==> src/rtl/wh_sw_pkg.sv <==
// Package: shared flit-kind encoding for the wormhole output switch.
// Assumes two kind bits per flit: bit 0 = head, bit 1 = tail.
package wh_sw_pkg;

    typedef enum logic [1:0] {
        FK_BODY = 2'b00,
        FK_HEAD = 2'b01,
        FK_TAIL = 2'b10,
        FK_SOLO = 2'b11
    } flit_kind_e;

    // Head marker of a kind code
    function automatic logic kind_is_head(input logic [1:0] k);
        return k[0];
    endfunction

    // Tail marker of a kind code
    function automatic logic kind_is_tail(input logic [1:0] k);
        return k[1];
    endfunction

endpackage

==> src/rtl/wh_req_gate.sv <==
// Module: wh_req_gate
// Forms arbitration requests: an input requests only when it offers a
// head flit, the link is free and the receiver has space.
// Assumes in_kind packs two bits per input, input i at [2i+1:2i].
module wh_req_gate #(
    parameter int N_IN = 4
) (
    input  logic [N_IN-1:0]   in_valid,
    input  logic [2*N_IN-1:0] in_kind,
    input  logic              link_free,
    input  logic              out_ready,
    output logic [N_IN-1:0]   req
);
    import wh_sw_pkg::*;

    generate
        for (genvar g = 0; g < N_IN; g++) begin : g_req
            // Qualify one input's head valid with link state and ready
            always_comb begin
                req[g] = in_valid[g] & kind_is_head(in_kind[2*g +: 2])
                         & link_free & out_ready;
            end
        end
    endgenerate

endmodule

==> src/rtl/wh_rr_arbiter.sv <==
// Module: wh_rr_arbiter
// Round-robin arbiter with a one-hot grant. The search starts at a priority
// pointer. The pointer moves past the winner only when 'advance' is high.
// Assumes advance is asserted only in a cycle with a nonzero grant.
module wh_rr_arbiter #(
    parameter int N_IN = 4
) (
    input  logic            clk,
    input  logic            rst_n,
    input  logic [N_IN-1:0] req,
    input  logic            advance,
    output logic [N_IN-1:0] grant
);
    localparam int IW = (N_IN > 1) ? $clog2(N_IN) : 1;

    logic [IW-1:0] ptr_q;
    logic [IW-1:0] win_idx;
    logic          found;

    // Scan requests from the pointer with wrap-around, first one wins
    always_comb begin
        grant   = '0;
        win_idx = '0;
        found   = 1'b0;
        for (int off = 0; off < N_IN; off++) begin
            int cand;
            cand = int'(ptr_q) + off;
            if (cand >= N_IN) cand = cand - N_IN;
            if (!found && req[cand]) begin
                found       = 1'b1;
                grant[cand] = 1'b1;
                win_idx     = IW'(cand);
            end
        end
    end

    // Move the priority pointer to the input after the winner
    always_ff @(posedge clk) begin
        if (!rst_n) begin
            ptr_q <= '0;
        end else if (advance && found) begin
            if (int'(win_idx) == N_IN - 1) ptr_q <= '0;
            else                           ptr_q <= win_idx + 1'b1;
        end
    end

endmodule

==> src/rtl/wh_flit_mux.sv <==
// Module: wh_flit_mux
// AND-OR multiplexer that drives the selected input's flit onto the link.
// Assumes sel is one-hot or zero; a zero select yields zero outputs.
module wh_flit_mux #(
    parameter int N_IN   = 4,
    parameter int DATA_W = 32
) (
    input  logic [N_IN-1:0]        sel,
    input  logic [N_IN-1:0]        in_valid,
    input  logic [2*N_IN-1:0]      in_kind,
    input  logic [DATA_W*N_IN-1:0] in_data,
    output logic                   src_valid,
    output logic [1:0]             src_kind,
    output logic [DATA_W-1:0]      src_data
);
    // Merge the selected lane into one flit
    always_comb begin
        src_valid = 1'b0;
        src_kind  = '0;
        src_data  = '0;
        for (int i = 0; i < N_IN; i++) begin
            src_valid = src_valid | (sel[i] & in_valid[i]);
            src_kind  = src_kind  | (in_kind[2*i +: 2] & {2{sel[i]}});
            src_data  = src_data  | (in_data[DATA_W*i +: DATA_W] & {DATA_W{sel[i]}});
        end
    end

endmodule

==> src/rtl/wh_lock_ctrl.sv <==
// Module: wh_lock_ctrl
// Holds the link-free bit and the one-hot owner vector. A multi-flit head
// taken from a free link loads the owner; a tail on an owned link frees it.
// Assumes fire marks a transfer and grant is one-hot when fire and free.
module wh_lock_ctrl #(
    parameter int N_IN = 4
) (
    input  logic            clk,
    input  logic            rst_n,
    input  logic            fire,
    input  logic            flit_tail,
    input  logic [N_IN-1:0] grant,
    output logic            link_free,
    output logic [N_IN-1:0] link_owner
);
    // Update ownership on head and tail transfers
    always_ff @(posedge clk) begin
        if (!rst_n) begin
            link_free  <= 1'b1;
            link_owner <= '0;
        end else if (fire) begin
            if (link_free) begin
                if (!flit_tail) begin
                    link_free  <= 1'b0;
                    link_owner <= grant;
                end
            end else if (flit_tail) begin
                link_free  <= 1'b1;
                link_owner <= '0;
            end
        end
    end

endmodule

==> src/rtl/wh_out_switch.sv <==
// Module: wh_out_switch (top)
// Many-to-one wormhole switch: arbitrates head flits round-robin, holds the
// link for the winner until its tail, and forwards flits combinationally.
// Assumes inputs hold a flit stable until its pop strobe, and that the
// receiver takes a flit in every cycle where out_valid is high.
module wh_out_switch #(
    parameter int N_IN   = 4,
    parameter int DATA_W = 32
) (
    input  logic                   clk,
    input  logic                   rst_n,
    input  logic [N_IN-1:0]        in_valid,
    input  logic [2*N_IN-1:0]      in_kind,
    input  logic [DATA_W*N_IN-1:0] in_data,
    output logic [N_IN-1:0]        in_pop,
    output logic                   out_valid,
    output logic [1:0]             out_kind,
    output logic [DATA_W-1:0]      out_data,
    input  logic                   out_ready,
    output logic                   link_free,
    output logic [N_IN-1:0]        link_owner
);
    import wh_sw_pkg::*;

    logic [N_IN-1:0]   req;
    logic [N_IN-1:0]   grant;
    logic [N_IN-1:0]   sel;
    logic              src_valid;
    logic [1:0]        src_kind;
    logic [DATA_W-1:0] src_data;
    logic              fire;

    wh_req_gate #(.N_IN(N_IN)) u_gate (
        .in_valid  (in_valid),
        .in_kind   (in_kind),
        .link_free (link_free),
        .out_ready (out_ready),
        .req       (req)
    );

    wh_rr_arbiter #(.N_IN(N_IN)) u_arb (
        .clk     (clk),
        .rst_n   (rst_n),
        .req     (req),
        .advance (fire & link_free),
        .grant   (grant)
    );

    // Select the arbiter winner when free, the owner when locked
    always_comb begin
        sel = link_free ? grant : link_owner;
    end

    wh_flit_mux #(.N_IN(N_IN), .DATA_W(DATA_W)) u_mux (
        .sel       (sel),
        .in_valid  (in_valid),
        .in_kind   (in_kind),
        .in_data   (in_data),
        .src_valid (src_valid),
        .src_kind  (src_kind),
        .src_data  (src_data)
    );

    // A transfer needs a valid selected flit, receiver space and no reset
    always_comb begin
        fire      = src_valid & out_ready & rst_n;
        out_valid = fire;
        out_kind  = src_kind;
        out_data  = src_data;
        in_pop    = sel & {N_IN{fire}};
    end

    wh_lock_ctrl #(.N_IN(N_IN)) u_lock (
        .clk        (clk),
        .rst_n      (rst_n),
        .fire       (fire),
        .flit_tail  (kind_is_tail(src_kind)),
        .grant      (grant),
        .link_free  (link_free),
        .link_owner (link_owner)
    );

endmodule


==> config.mk <==
export PLATFORM = sky130hd
export DESIGN_NAME = wh_out_switch
export DESIGN_NICKNAME = d
export VERILOG_FILES = /design/src/rtl/wh_sw_pkg.sv /design/src/rtl/wh_req_gate.sv /design/src/rtl/wh_rr_arbiter.sv /design/src/rtl/wh_flit_mux.sv /design/src/rtl/wh_lock_ctrl.sv /design/src/rtl/wh_out_switch.sv
export SDC_FILE = /design/constraint.sdc
export NUM_CORES = 1
export LEC_CHECK = 0
export ABC_AREA = 1
export BUFFER_PORTS_ARGS = -buffer_cell sky130_fd_sc_hd__buf_4
export CORE_AREA = 2 2 73 75
export CTS_CLUSTER_DIAMETER = 200
export CTS_CLUSTER_SIZE = 28
export DETAILED_ROUTE_END_ITERATION = 8
export DIE_AREA = 0 0 75 77
export GPL_TIMING_DRIVEN = 0
export PLACE_DENSITY = 0.81
export REMOVE_ABC_BUFFERS = 1
export SETUP_SLACK_MARGIN = 0.05
export SLEW_MARGIN = 20
export SYNTH_ARGS = -nofsm -noshare
export SYNTH_HDL_FRONTEND = slang
export SYNTH_SLANG_ARGS = --single-unit
==> constraint.sdc <==
create_clock -name clk -period 4.7 [get_ports clk]
set_input_delay 0.235 -clock clk [delete_from_list [all_inputs] [get_ports clk]]
set_output_delay 0.235 -clock clk [all_outputs]
set_load 0.02 [all_outputs]
# ---- Word-level counts from Yosys, hierarchy flattened
# Cells that the tools add are included.
dict set report classes {
  add_sub_neg 8
  order_cmp 12
  eq_ne 2
  n_mux 42
  n_bitwise 40
  reduce_logical 13
}
# operator count
set op_table {}
lappend op_table {{$and 32x32->32} 4}
lappend op_table {{$ge 32x1->1 const B} 4}
lappend op_table {{$lt 32x4->1 const B} 4}
lappend op_table {{$mux 32} 4}
lappend op_table {{$ge 32x4->1 const B} 3}
lappend op_table {{$or 32x32->32} 3}
lappend op_table {{$sub 32x4->32 const B} 3}
lappend op_table {{$mux 4} 8}
lappend op_table {{$and 1x1->1} 19}
lappend op_table {{$mux 1} 17}
lappend op_table {{$or 4x4->4} 3}
lappend op_table {{$mux 2} 5}
lappend op_table {{$and 2x2->2} 4}
lappend op_table {{$bmux 1 s2} 4}
lappend op_table {{$demux 1 s2} 4}
lappend op_table {{$logic_and 1x1->1} 8}
lappend op_table {{$add 2x2->3 const B} 2}
lappend op_table {{$or 2x2->2} 3}
lappend op_table {{$and 4x4->4} 1}
lappend op_table {{$sub 2x3->4 const B} 1}
lappend op_table {{$add 2x1->3 const B} 1}
lappend op_table {{$ge 2x3->1 const B} 1}
lappend op_table {{$logic_not 1->1} 3}
lappend op_table {{$or 1x1->1} 3}
lappend op_table {{other kinds (5)} 5}
dict set report word_totals {
  register_bits 7
  inputBits 143
  out_inout_bits 44
  elab_cells 120
}

# ---- Longest topological paths before layout
# Gate-level depths: netlist of run 1.
dict set report logic_depth {
  ltp_word 25
  mapped_depth 17
  ltp_nobuf 17
}

# ---- Modules after synthesis
# Synthesis of run 1 repeated with hierarchy kept, for this count alone.
dict set report hier_totals {
  hier_cells 502
  hier_area_um2 2534.9
}
# module n_inst cells_each area_each_um2 seq_area_each_um2
set modules_own_cells {}
lappend modules_own_cells {wh_flit_mux 1 331 1505.2 0.0}
lappend modules_own_cells {wh_rr_arbiter 1 99 655.6 40.0}
lappend modules_own_cells {wh_lock_ctrl 1 31 214.0 100.1}
lappend modules_own_cells {wh_out_switch 1 32 123.9 0.0}
lappend modules_own_cells {wh_req_gate 1 9 36.3 0.0}

# ---- Worst setup path before layout of run 1
# No wires, ideal clock.
dict set report synth_timing {
  path_type {register to output}
  from {register u_arb.ptr_q[0]}
  to {output in_pop[0]}
  arrival_time_ps 2435
  required_ps 4465
  setup_slack_ps 2030
  path_stages_with_launch 15
  path_buffers 1
  path_cell_list {dfxtp_1 buf_2 inv_2 ha_1 inv_1 nand3_1 nand2_2 nand2_2 nor2_1 nand3_1 nand3_4 nand2_1 nand2_2 o21bai_4 a31oi_1}
}
dict set report synth_via {
  elab_chain_len 23
  elab_cells_between_ends 74
  classes_between {add/sub: 7; order compare: 12; mux: 32; bitwise: 13; reduce/logical: 10}
}
# element line
set synth_rtl {}
lappend synth_rtl {{start, declared} wh_rr_arbiter.sv:16} ;# logic [IW-1:0] ptr_q;
lappend synth_rtl {{start signal, assigned} wh_rr_arbiter.sv:43} ;# else ptr_q <= win_idx + 1'b1;
lappend synth_rtl {{parallel branches: the longest is 14 deep, another holds $sub 32x4->32} n/a}
lappend synth_rtl {{$mux 4 (*)} wh_rr_arbiter.sv:29} ;# if (!found && req[cand]) begin
lappend synth_rtl {{$mux 4 (*)} wh_out_switch.sv:51} ;# sel = link_free ? grant : link_owner;
lappend synth_rtl {{$and 1x1->1} wh_flit_mux.sv:22} ;# src_valid = src_valid | (sel[i] & in_valid[i]);
lappend synth_rtl {{$or 1x1->1 (3 in a row)} wh_flit_mux.sv:22}
lappend synth_rtl {{$and 1x1->1 (2 in a row)} wh_out_switch.sv:66} ;# fire = src_valid & out_ready & rst_n;
lappend synth_rtl {{$and 4x4->4 (*)} wh_out_switch.sv:70} ;# in_pop = sel & {N_IN{fire}};
lappend synth_rtl {{end, declared} wh_out_switch.sv:15} ;# output logic [N_IN-1:0] in_pop,
# Mark *: on every way between the ends. The select of a mux whose other input is x is not followed.

# ---- Worst setup path after layout of run 1
dict set report layout_timing {
  from {register u_arb.ptr_q[0]}
  to {output in_pop[2]}
}
# Same word-level chain as after synthesis.

==> impl_summary.md, run 1 <==
Routing
Using the TritonRoute via totals, the vias-per-cell ratio works out to 4.90. The average wire per cell in the routed design is 13.7 µm. The DRC violations left is 0. After the first detailed-routing iteration, the DRC count stood at 100.

After detailed routing, the total wire length is 7.96 mm. The residual antenna-violating net count after detailed routing is 0. The via count of the routed design is 2845. The number of detailed-routing iterations run before antenna repair is 4.

Logic synthesis
The number of library cell types mapped by synthesis is 24. For this run, the register share of the synthesized area comes to 0.0799. For this run, the leading register cell type out of synthesis is sky130_fd_sc_hd__dfxtp_1. The synthesized-area fraction occupied by ao, oa, aoi and oai cells was 0.0621. Of the total synthesized cell area, the portion taken by full adders, half adders and majority gates is 0.0499. The cell type with the highest aggregate area in the netlist is sky130_fd_sc_hd__nand2_1. The number of synthesized register bits is 7.

The number of flops mapped to enable cells by yosys is 0. The count of synthesis-stage warnings from yosys is 0. Of the total synthesized cell area, the portion taken by AND, OR, NAND and NOR gates is 0.740.

The async set-or-reset flop fraction in the synthesized netlist is 0. The share of synthesized area in the top cell type comes to 0.417. Sorting the synthesized cells by area gives the leading types as sky130_fd_sc_hd__nand2_1, sky130_fd_sc_hd__nand4_1, sky130_fd_sc_hd__dfxtp_1, sky130_fd_sc_hd__ha_1, sky130_fd_sc_hd__nand3_1. Counting instances in the post-synthesis netlist gives the leading cell types as sky130_fd_sc_hd__nand2_1, sky130_fd_sc_hd__nand4_1, sky130_fd_sc_hd__nand3_1.

The combinational family with the most area after synthesis is simple AND/OR/NAND/NOR gates. The cell with the most instances after synthesis is sky130_fd_sc_hd__nand2_1. The share of the synthesized netlist area taken by xor and xnor gates is 0.00999. The post-synthesis mux area share is 0. Summing every instance area after synthesis gives 1750 µm². Averaged over all synthesized cells, the footprint is 5.24 µm². The gate count of the mapped netlist is 335.

Floorplanning
After floorplanning, the core was sized to cover 4980 µm². The die width is 75 µm. Measured along the y axis, the die boundary spans 77 µm.

For this design the top-level I/O count stands at 187. The number of placement rows is 26. The die covers 5780 µm². For this configuration, the core starts out at a cell density of 0.352.

GRT
The number of global-route vias before repair is 2642. The first global-routing pass estimated 12.2 mm of wire. The global-route usage over all layers is 0.261. The number of antenna violations at the first check in global routing came to 0. The largest net degree at the start of global routing is 36. The remaining global-route overflow is 0.

STA
The fmax is 0.267 GHz. The final clock skew is 0.00673 ns. The final number of setup-violating endpoints is 0. The final number of max-transition violations is 0. The period utilization is 0.797. Setup repair after global routing left no endpoint under its margin. The normalized max-slew margin is 0.484.

The final critical delay including setup and external delays is 3.74 ns. The count of final hold-check violations was 0. The final total negative setup slack is 0 ns. The actual slew at the worst max-slew pin is 0.773 ns.

Clocking
The number of buffers inserted to repair setup after CTS is 0. The clock sink count is 7. TritonCTS built the clock tree. The clock passes through at most 2 buffers.

The root cell of the clock tree is sky130_fd_sc_hd__clkbuf_8. The number of hold buffers added after CTS is 0. Clock-pin slew was measured on the worst setup and hold paths at 0.04 ns. The clock latency on the worst-skew pair is 0.23 ns. The post-cts gate resize count is 0. The TritonCTS buffer count is 3. In this run the number of H-tree levels came out at 1.

Finish
The repair_antennas step left the layout with diodes totalling 0. The fraction of final layout cells sized beyond drive strength 1 is 0.429. The signed area change from the synthesized netlist to the final layout is 83.9%. The number of nets in the layout is 662. For this run, the share of the core covered by cells in the final layout is 0.648.

Run status
The run finished with clean final reports.

Worst setup path
The endpoint identified for the worst register-to-register timing path is u_lock.link_owner[1]. Along the worst path, the maximum fanout reaches 35. The number of cells on the worst reg-to-reg path is 16. STA classifies the critical path startpoint as a flop. The critical path ends at in_pop[2]. At the worst endpoint, the required time is 4.47 ns. The minimum setup slack among reg-to-reg paths is 1.33 ns. The worst setup path is captured at a primary output.

The critical path is of the flop to primary output type. The worst register-to-register path begins at u_arb.ptr_q[0]. The source of the critical timing path is u_arb.ptr_q[0]. The data arrival time at the worst-slack endpoint is 3.51 ns.

Power and ir drop
The power per cell area is 183 nW/µm². The static leakage is 1.68 nW. IR analysis of the VDD net gives a maximum drop of 0.229 mV.

Placed design
The count of buffers from port buffering is 186. The half-perimeter wire length after placement is 6.28 mm. The placer's final routability congestion estimate is 0.853.

Flow run
The max-cap check violation count is 0.

Hold path
The worst hold path was traced through 4 stages. The path class of the tightest hold or removal check is input pin to flop.
-- layout by cell type (no fill, tap or decap), types with 7 or more instances in the layout --
cell type | synthesis | layout
sky130_fd_sc_hd__dfxtp_1 | 7 | 7
sky130_fd_sc_hd__nand4_1 | 33 | 33
sky130_fd_sc_hd__nand2_1 | 195 | 195
sky130_fd_sc_hd__a21oi_1 | 7 | 7
sky130_fd_sc_hd__nand3_1 | 15 | 15
sky130_fd_sc_hd__ha_1 | 7 | 7
sky130_fd_sc_hd__buf_4 | 1 | 186
sky130_fd_sc_hd__inv_1 | 10 | 10
-- logic make-up after synthesis --
logic type	after synthesis
xor+xnor	2
buf+inv	26
compound gates	17
simple gates	276
fa+ha+maj	7
flops	7
-- cell type report --
type | count | area [µm²]
fill | 479 | 1750
multi-input combinational | 302 | 1510
timing repair buffer | 186 | 1400
sequential | 7 | 140
tap | 70 | 87.6
clock buffer | 4 | 45.0
inverter | 12 | 45.0
-- through the flow --
step / power [mW] / instance area [µm²] / instances / hold WS [ns] / setup WS, ns
after floorplan: 0.285 / 1700 / 321 / 0.423 / 1.75
after global placement: 0.500 / 3180 / 577 / 0.484 / 1.28
after detailed placement: 0.505 / 3180 / 577 / 0.484 / 1.25
after CTS: 0.591 / 3230 / 581 / 0.348 / 0.997
after global routing: 0.627 / 3230 / 581 / 0.383 / 0.656
final: 0.589 / 3230 / 581 / 0.343 / 0.956
-- where the power goes --
group	leakage, nW	total (mW)	switching [mW]	internal [mW]
clock	0.0228	0.0839	0.0253	0.0586
combinational	1.60	0.439	0.241	0.198
sequential	0.0566	0.0661	0.00429	0.0618
-- routing by layer --
layer / track usage / vias to the layer above / share of wire / wire, µm
met3: 0.0762 / 20 / 0.098 / 783
met2: 0.439 / 118 / 0.47 / 3730
met4: 0.0643 / 0 / 0.019 / 152
met5: 0 / - / 0 / 0
li1: - / 1449 / - / -
met1: 0.320 / 1258 / 0.41 / 3290
-- worst max-delay path, cell delays in order, from the launching register on --
cell and delay [ns]:
sky130_fd_sc_hd__dfxtp_1 0.55, sky130_fd_sc_hd__inv_2 0.16, sky130_fd_sc_hd__ha_1 0.39, sky130_fd_sc_hd__inv_1 0.12, sky130_fd_sc_hd__nand3_1 0.10, sky130_fd_sc_hd__nand2_2 0.12
sky130_fd_sc_hd__nand2_2 0.08, sky130_fd_sc_hd__nor2_1 0.20, sky130_fd_sc_hd__nand3_1 0.18, sky130_fd_sc_hd__nand3_2 0.58, sky130_fd_sc_hd__nand2_1 0.14, sky130_fd_sc_hd__nand2_2 0.15
sky130_fd_sc_hd__o21bai_4 0.12, sky130_fd_sc_hd__a31oi_1 0.19, sky130_fd_sc_hd__buf_4 0.17
-- worst min path at each step --
stage	from	end	slack (ns)
after floorplan	rst_n	u_lock.link_free	0.42
after global placement	u_lock.link_owner[1]	u_lock.link_owner[1]	0.48
after detailed placement	u_lock.link_owner[3]	u_lock.link_owner[3]	0.48
after CTS	rst_n	u_lock.link_owner[3]	0.35
after global routing	rst_n	u_lock.link_owner[3]	0.38
final	rst_n	u_lock.link_free	0.34
-- sequential cells by signal (all words and copies together) (netlist names) --
signal             count
u_arb.ptr_q            2
u_lock.link_free       1
u_lock.link_owner      4
(Power assumes the default switching activity.)
==> run 2: changes to the inputs <==
--- a/config.mk
+++ b/config.mk
@@ -5,15 +5,14 @@
 export SDC_FILE = /design/constraint.sdc
 export NUM_CORES = 1
 export LEC_CHECK = 0
-export ABC_AREA = 1
+export ABC_AREA = 0
 export BUFFER_PORTS_ARGS = -buffer_cell sky130_fd_sc_hd__buf_4
-export CORE_AREA = 2 2 73 75
+export CORE_UTILIZATION = 36
 export CTS_CLUSTER_DIAMETER = 200
 export CTS_CLUSTER_SIZE = 28
 export DETAILED_ROUTE_END_ITERATION = 8
-export DIE_AREA = 0 0 75 77
 export GPL_TIMING_DRIVEN = 0
-export PLACE_DENSITY = 0.81
+export PLACE_DENSITY = 0.82
 export REMOVE_ABC_BUFFERS = 1
 export SETUP_SLACK_MARGIN = 0.05
 export SLEW_MARGIN = 20
==> constraint.sdc (replaced) <==
create_clock -name clk -period 3.9 [get_ports clk]
set_input_delay 0.195 -clock clk [delete_from_list [all_inputs] [get_ports clk]]
set_output_delay 0.195 -clock clk [all_outputs]
set_load 0.02 [all_outputs]
==> run 2 against run 1 <==
Net effect:
- critical endpoint is now out_data[8]
- cell area up 5.0%
- highest routed layer unchanged
- non-clock buffer count up 9
- sequential share of layout area down 0.096 points
- critical path type unchanged
- clock skew down 0.0022 ns
- routed wire length up 12%
- largest power group unchanged
==> impl_summary.md, run 2 <==
Worst setup path
The source of the critical timing path is u_arb.ptr_q[0]. The capturing point of the worst reg2reg path is u_lock.link_owner[0]. The largest fanout on the critical path was 18 (-49%).

STA classifies the critical path endpoint as a primary output. The element type at the critical path start is a flop. The path type of the worst setup path is flop to primary output. The minimum setup slack among reg-to-reg paths is 0.53 ns (-0.80 ns).

The data arrival time at the worst-slack endpoint is 3.44 ns (-0.07 ns). The beginning of the worst register-to-register path is u_arb.ptr_q[0]. The length in cells of the worst reg-to-reg path came to 14 (-2). The required time of the worst setup path is 3.70 ns (-0.77 ns).

GRT
The number of antenna violations at the first check in global routing came to 0 (unchanged). The global-route usage over all layers is 0.320 (+0.0587). The remaining global-route overflow is 0 (unchanged). The largest net degree at the start of global routing was 24 (-33%). The number of global-route vias before repair is 2660 (+0.68%). The first-pass GRT wire length came to 13.2 mm (+8.7%).

Routing
The number of DRC violations after detailed-routing iteration 0 is 316 (+220%). The detail-routed via count per cell came to 5.81 (+19%). The via count of the routed design was 2911 (+2.3%).

The average wire per cell in the routed design is 17.8 µm (+30%). The total wire length is 8.89 mm (+12%). The residual antenna-violating net count after detailed routing is 0 (unchanged).

The DRC violations left is 0 (unchanged). The number of detailed-routing iterations run before antenna repair is 6 (+2).

STA
The final number of max-transition violations is 0 (unchanged). The final worst setup slack is 0.264 ns (-0.691 ns). The count of final hold-check violations is 0 (unchanged). The period utilization is 0.932. The actual slew at the worst max-slew pin came to 0.565 ns (-0.209 ns). For this run, the top clock speed supported by timing is 0.275 GHz. The final critical delay including setup and external delays is 3.64 ns. The final clock skew is 0.00450 ns (-0.00224 ns). The final total negative setup slack came to 0 ns (unchanged).

Setup repair after global routing left no endpoint under its margin. The normalized max-slew margin is 0.622 (+0.138). The final number of setup-violating endpoints is 0 (unchanged).

Logic synthesis
The count of synthesis-stage warnings from yosys was 0 (unchanged). The async set-or-reset flop fraction in the synthesized netlist is 0 (unchanged). The number of library cell types mapped by synthesis came to 39 (+63%). In the post-synthesis netlist, the biggest area contributors are sky130_fd_sc_hd__a22oi_1, sky130_fd_sc_hd__nand2_1, sky130_fd_sc_hd__dfxtp_1, sky130_fd_sc_hd__mux4_2, sky130_fd_sc_hd__ha_1.

The most used flip-flop cell after synthesis is sky130_fd_sc_hd__dfxtp_1. The cell type with the highest aggregate area in the netlist is sky130_fd_sc_hd__a22oi_1. The synthesized area divided by synthesized cell count is 7.00 µm² (+34%). By count the netlist is led by sky130_fd_sc_hd__a22oi_1, sky130_fd_sc_hd__nand2_1, sky130_fd_sc_hd__buf_2. The area fraction of the dominant cell type after synthesis is 0.320 (-0.0975). The number of flops mapped to enable cells by yosys is 0 (unchanged). The number of synthesized register bits is 7 (unchanged).

The cell with the most instances after synthesis is sky130_fd_sc_hd__a22oi_1. The cell area after synthesis is 1780 µm² (+1.7%). The sequential area share after synthesis is 0.0785 (-0.00134). The gate count of the mapped netlist is 255 (-24%).

Hold path
The instance count along the most critical hold path came to 2 (-2). The worst hold path belongs to the class input pin to flop. The endpoint of the worst hold path is u_lock.link_free. In this run the most critical hold path is launched from rst_n.

Placed design
The half-perimeter wire length after placement is 7.02 mm (+12%). The count of buffers from port buffering came to 186 (unchanged). The placer's final routability congestion estimate is 0.881 (+3.3%).

The worst setup slack before clock tree synthesis came to 0.0534 ns (-1.20 ns). The post-place instance area was 3290 µm² (+3.5%).

Finish
The register with the most flip-flops in the final layout is u_lock.link_owner. The antenna cell count is 0 (unchanged). From synthesis to final layout, the design area changed by 89.8%. The number of flip-flops in the largest register is 4 (unchanged). The fraction of final layout cells sized beyond drive strength 1 was 0.500 (+0.0714).

In the final layout, the registers with the most flip-flops are u_lock.link_owner: 4 flops, u_arb.ptr_q: 2 flops, u_lock.link_free: 1 flops. In the layout the commonest cells are sky130_fd_sc_hd__buf_4, sky130_fd_sc_hd__a22oi_1, sky130_fd_sc_hd__nand2_1, sky130_fd_sc_hd__a21oi_1. The commonest non-fill, non-tap cell in the layout is sky130_fd_sc_hd__buf_4. The utilization of the core after routing is 0.712 (+0.0643). The number of nets in the layout is 585 (-12%). The final instance area was 3390 µm² (+5.0%).

Floorplanning
The effective utilization at floorplan is 0.375 (+0.0228). The die width is 72.4 µm (-3.5%). The count of pins on the block boundary is 187 (unchanged).

The vertical extent of the die was 72.4 µm (-6.0%). The full die area came to 5240 µm² (-9.2%). The placeable core region was 4750 µm² (-4.5%).

The number of placement rows is 25 (-3.8%).

Clocking
The clock sink count is 7 (unchanged). The TritonCTS buffer count is 3 (unchanged). TritonCTS built the clock tree. The root cell of the clock tree is sky130_fd_sc_hd__clkbuf_8. The clock latency on the worst-skew pair was 0.23 ns (about the same). The clock slew seen by the registers of the worst setup and hold paths is 0.04 ns (about the same). The buffer levels on the longest clock path was 2 (unchanged). The count of H-tree levels built during CTS is 1 (unchanged).

Power and ir drop
The power per cell area is 258 nW/µm² (+41%). The peak ir drop on the vdd network is 0.130 mV (-43%). The static leakage came to 1.67 nW (-0.27%).

Run status
The run finished with clean final reports.

Flow run
The max-cap check violation count is 0 (unchanged).
==> run 2: cell types whose count changed in the layout (fill, tap and decap cells not counted), sizes merged, moves of 7 or more <==
cell,change
nand4,-29
nor2,-9
buf,+9
nand3,-18
mux2i,+7
nand2,-147
a22oi,+76
==> run 2: cell families (layout without fill, tap and decap cells) <==
group | count (synthesis) | after routing | synth area share
xor+xnor | 1 | 1 | 0.00491
compound gates | 107 | 107 | 0.437
mux | 11 | 11 | 0.0898
simple gates | 95 | 95 | 0.254
buf+inv | 27 | 206 | 0.0869
fa+ha+maj | 7 | 7 | 0.0491
flops | 7 | 7 | 0.0785
==> run 2: power by group <==
part	internal, mW	leakage (nW)	switching [mW]
Clock	0.0708	0.0228	0.0322
Sequential	0.0761	0.0572	0.0142
Combinational	0.324	1.59	0.356
==> run 2: how the worst max path moves through the flow <==
stage	slack, ns	cells past startpoint	endpoint
6_report	0.26	13	out_data[8]
5_1_grt	0.08	13	out_data[6]
4_1_cts	0.06	10	in_pop[0]
3_5_place_dp	0.05	10	in_pop[2]
3_3_place_gp	-1.06	11	out_data[8]
2_1_floorplan	0.15	10	out_data[17]
==> run 2: final cells by class <==
cell class | count | area (µm²)
multi-input cells | 221 | 1540
repair buffers | 195 | 1540
fillers | 426 | 1370
flip-flops and latches | 7 | 144
well taps | 67 | 83.8
clock buffers | 4 | 45.0
inverters | 7 | 26.3
==> run 2: layer usage <==
metal,GRT usage,vias to the layer above,part of all wire
met3,0.0375,20,0.096
met5,0,-,0
met4,0.0871,0,0.019
li1,-,1355,-
met2,0.562,191,0.50
met1,0.411,1345,0.38
==> run 2: critical path, cell delays in order (launching register included) <==
cell,delay (ns)
sky130_fd_sc_hd__dfxtp_2,0.49
sky130_fd_sc_hd__inv_2,0.17
sky130_fd_sc_hd__ha_2,0.48
sky130_fd_sc_hd__nor2_1,0.05
sky130_fd_sc_hd__and4_1,0.20
sky130_fd_sc_hd__nor3_1,0.27
sky130_fd_sc_hd__o32ai_2,0.14
sky130_fd_sc_hd__buf_4,0.18
sky130_fd_sc_hd__a21oi_1,0.28
sky130_fd_sc_hd__o21ai_4,0.23
sky130_fd_sc_hd__buf_16,0.23
sky130_fd_sc_hd__a22oi_1,0.23
sky130_fd_sc_hd__nand2_1,0.08
sky130_fd_sc_hd__buf_4,0.16
==> run 2: timing repair <==
action / 4_1_cts / 5_1_grt
hold buffers: 0 / 0
resized for setup: 1 / 4
pin swaps: 0 / 2
buffers inserted: 0 / 5
endpoints found under the hold margin: 0 / 0
endpoints found under the setup margin: 38 / 38
==> run 2: through the flow <==
stage	power (mW)	hold WS, ns	std cells
floorplan	0.400	0.257	235
global placement	0.705	0.455	488
detailed placement	0.752	0.458	492
CTS	0.857	0.233	496
global route	0.918	0.261	501
finish	0.873	0.239	501
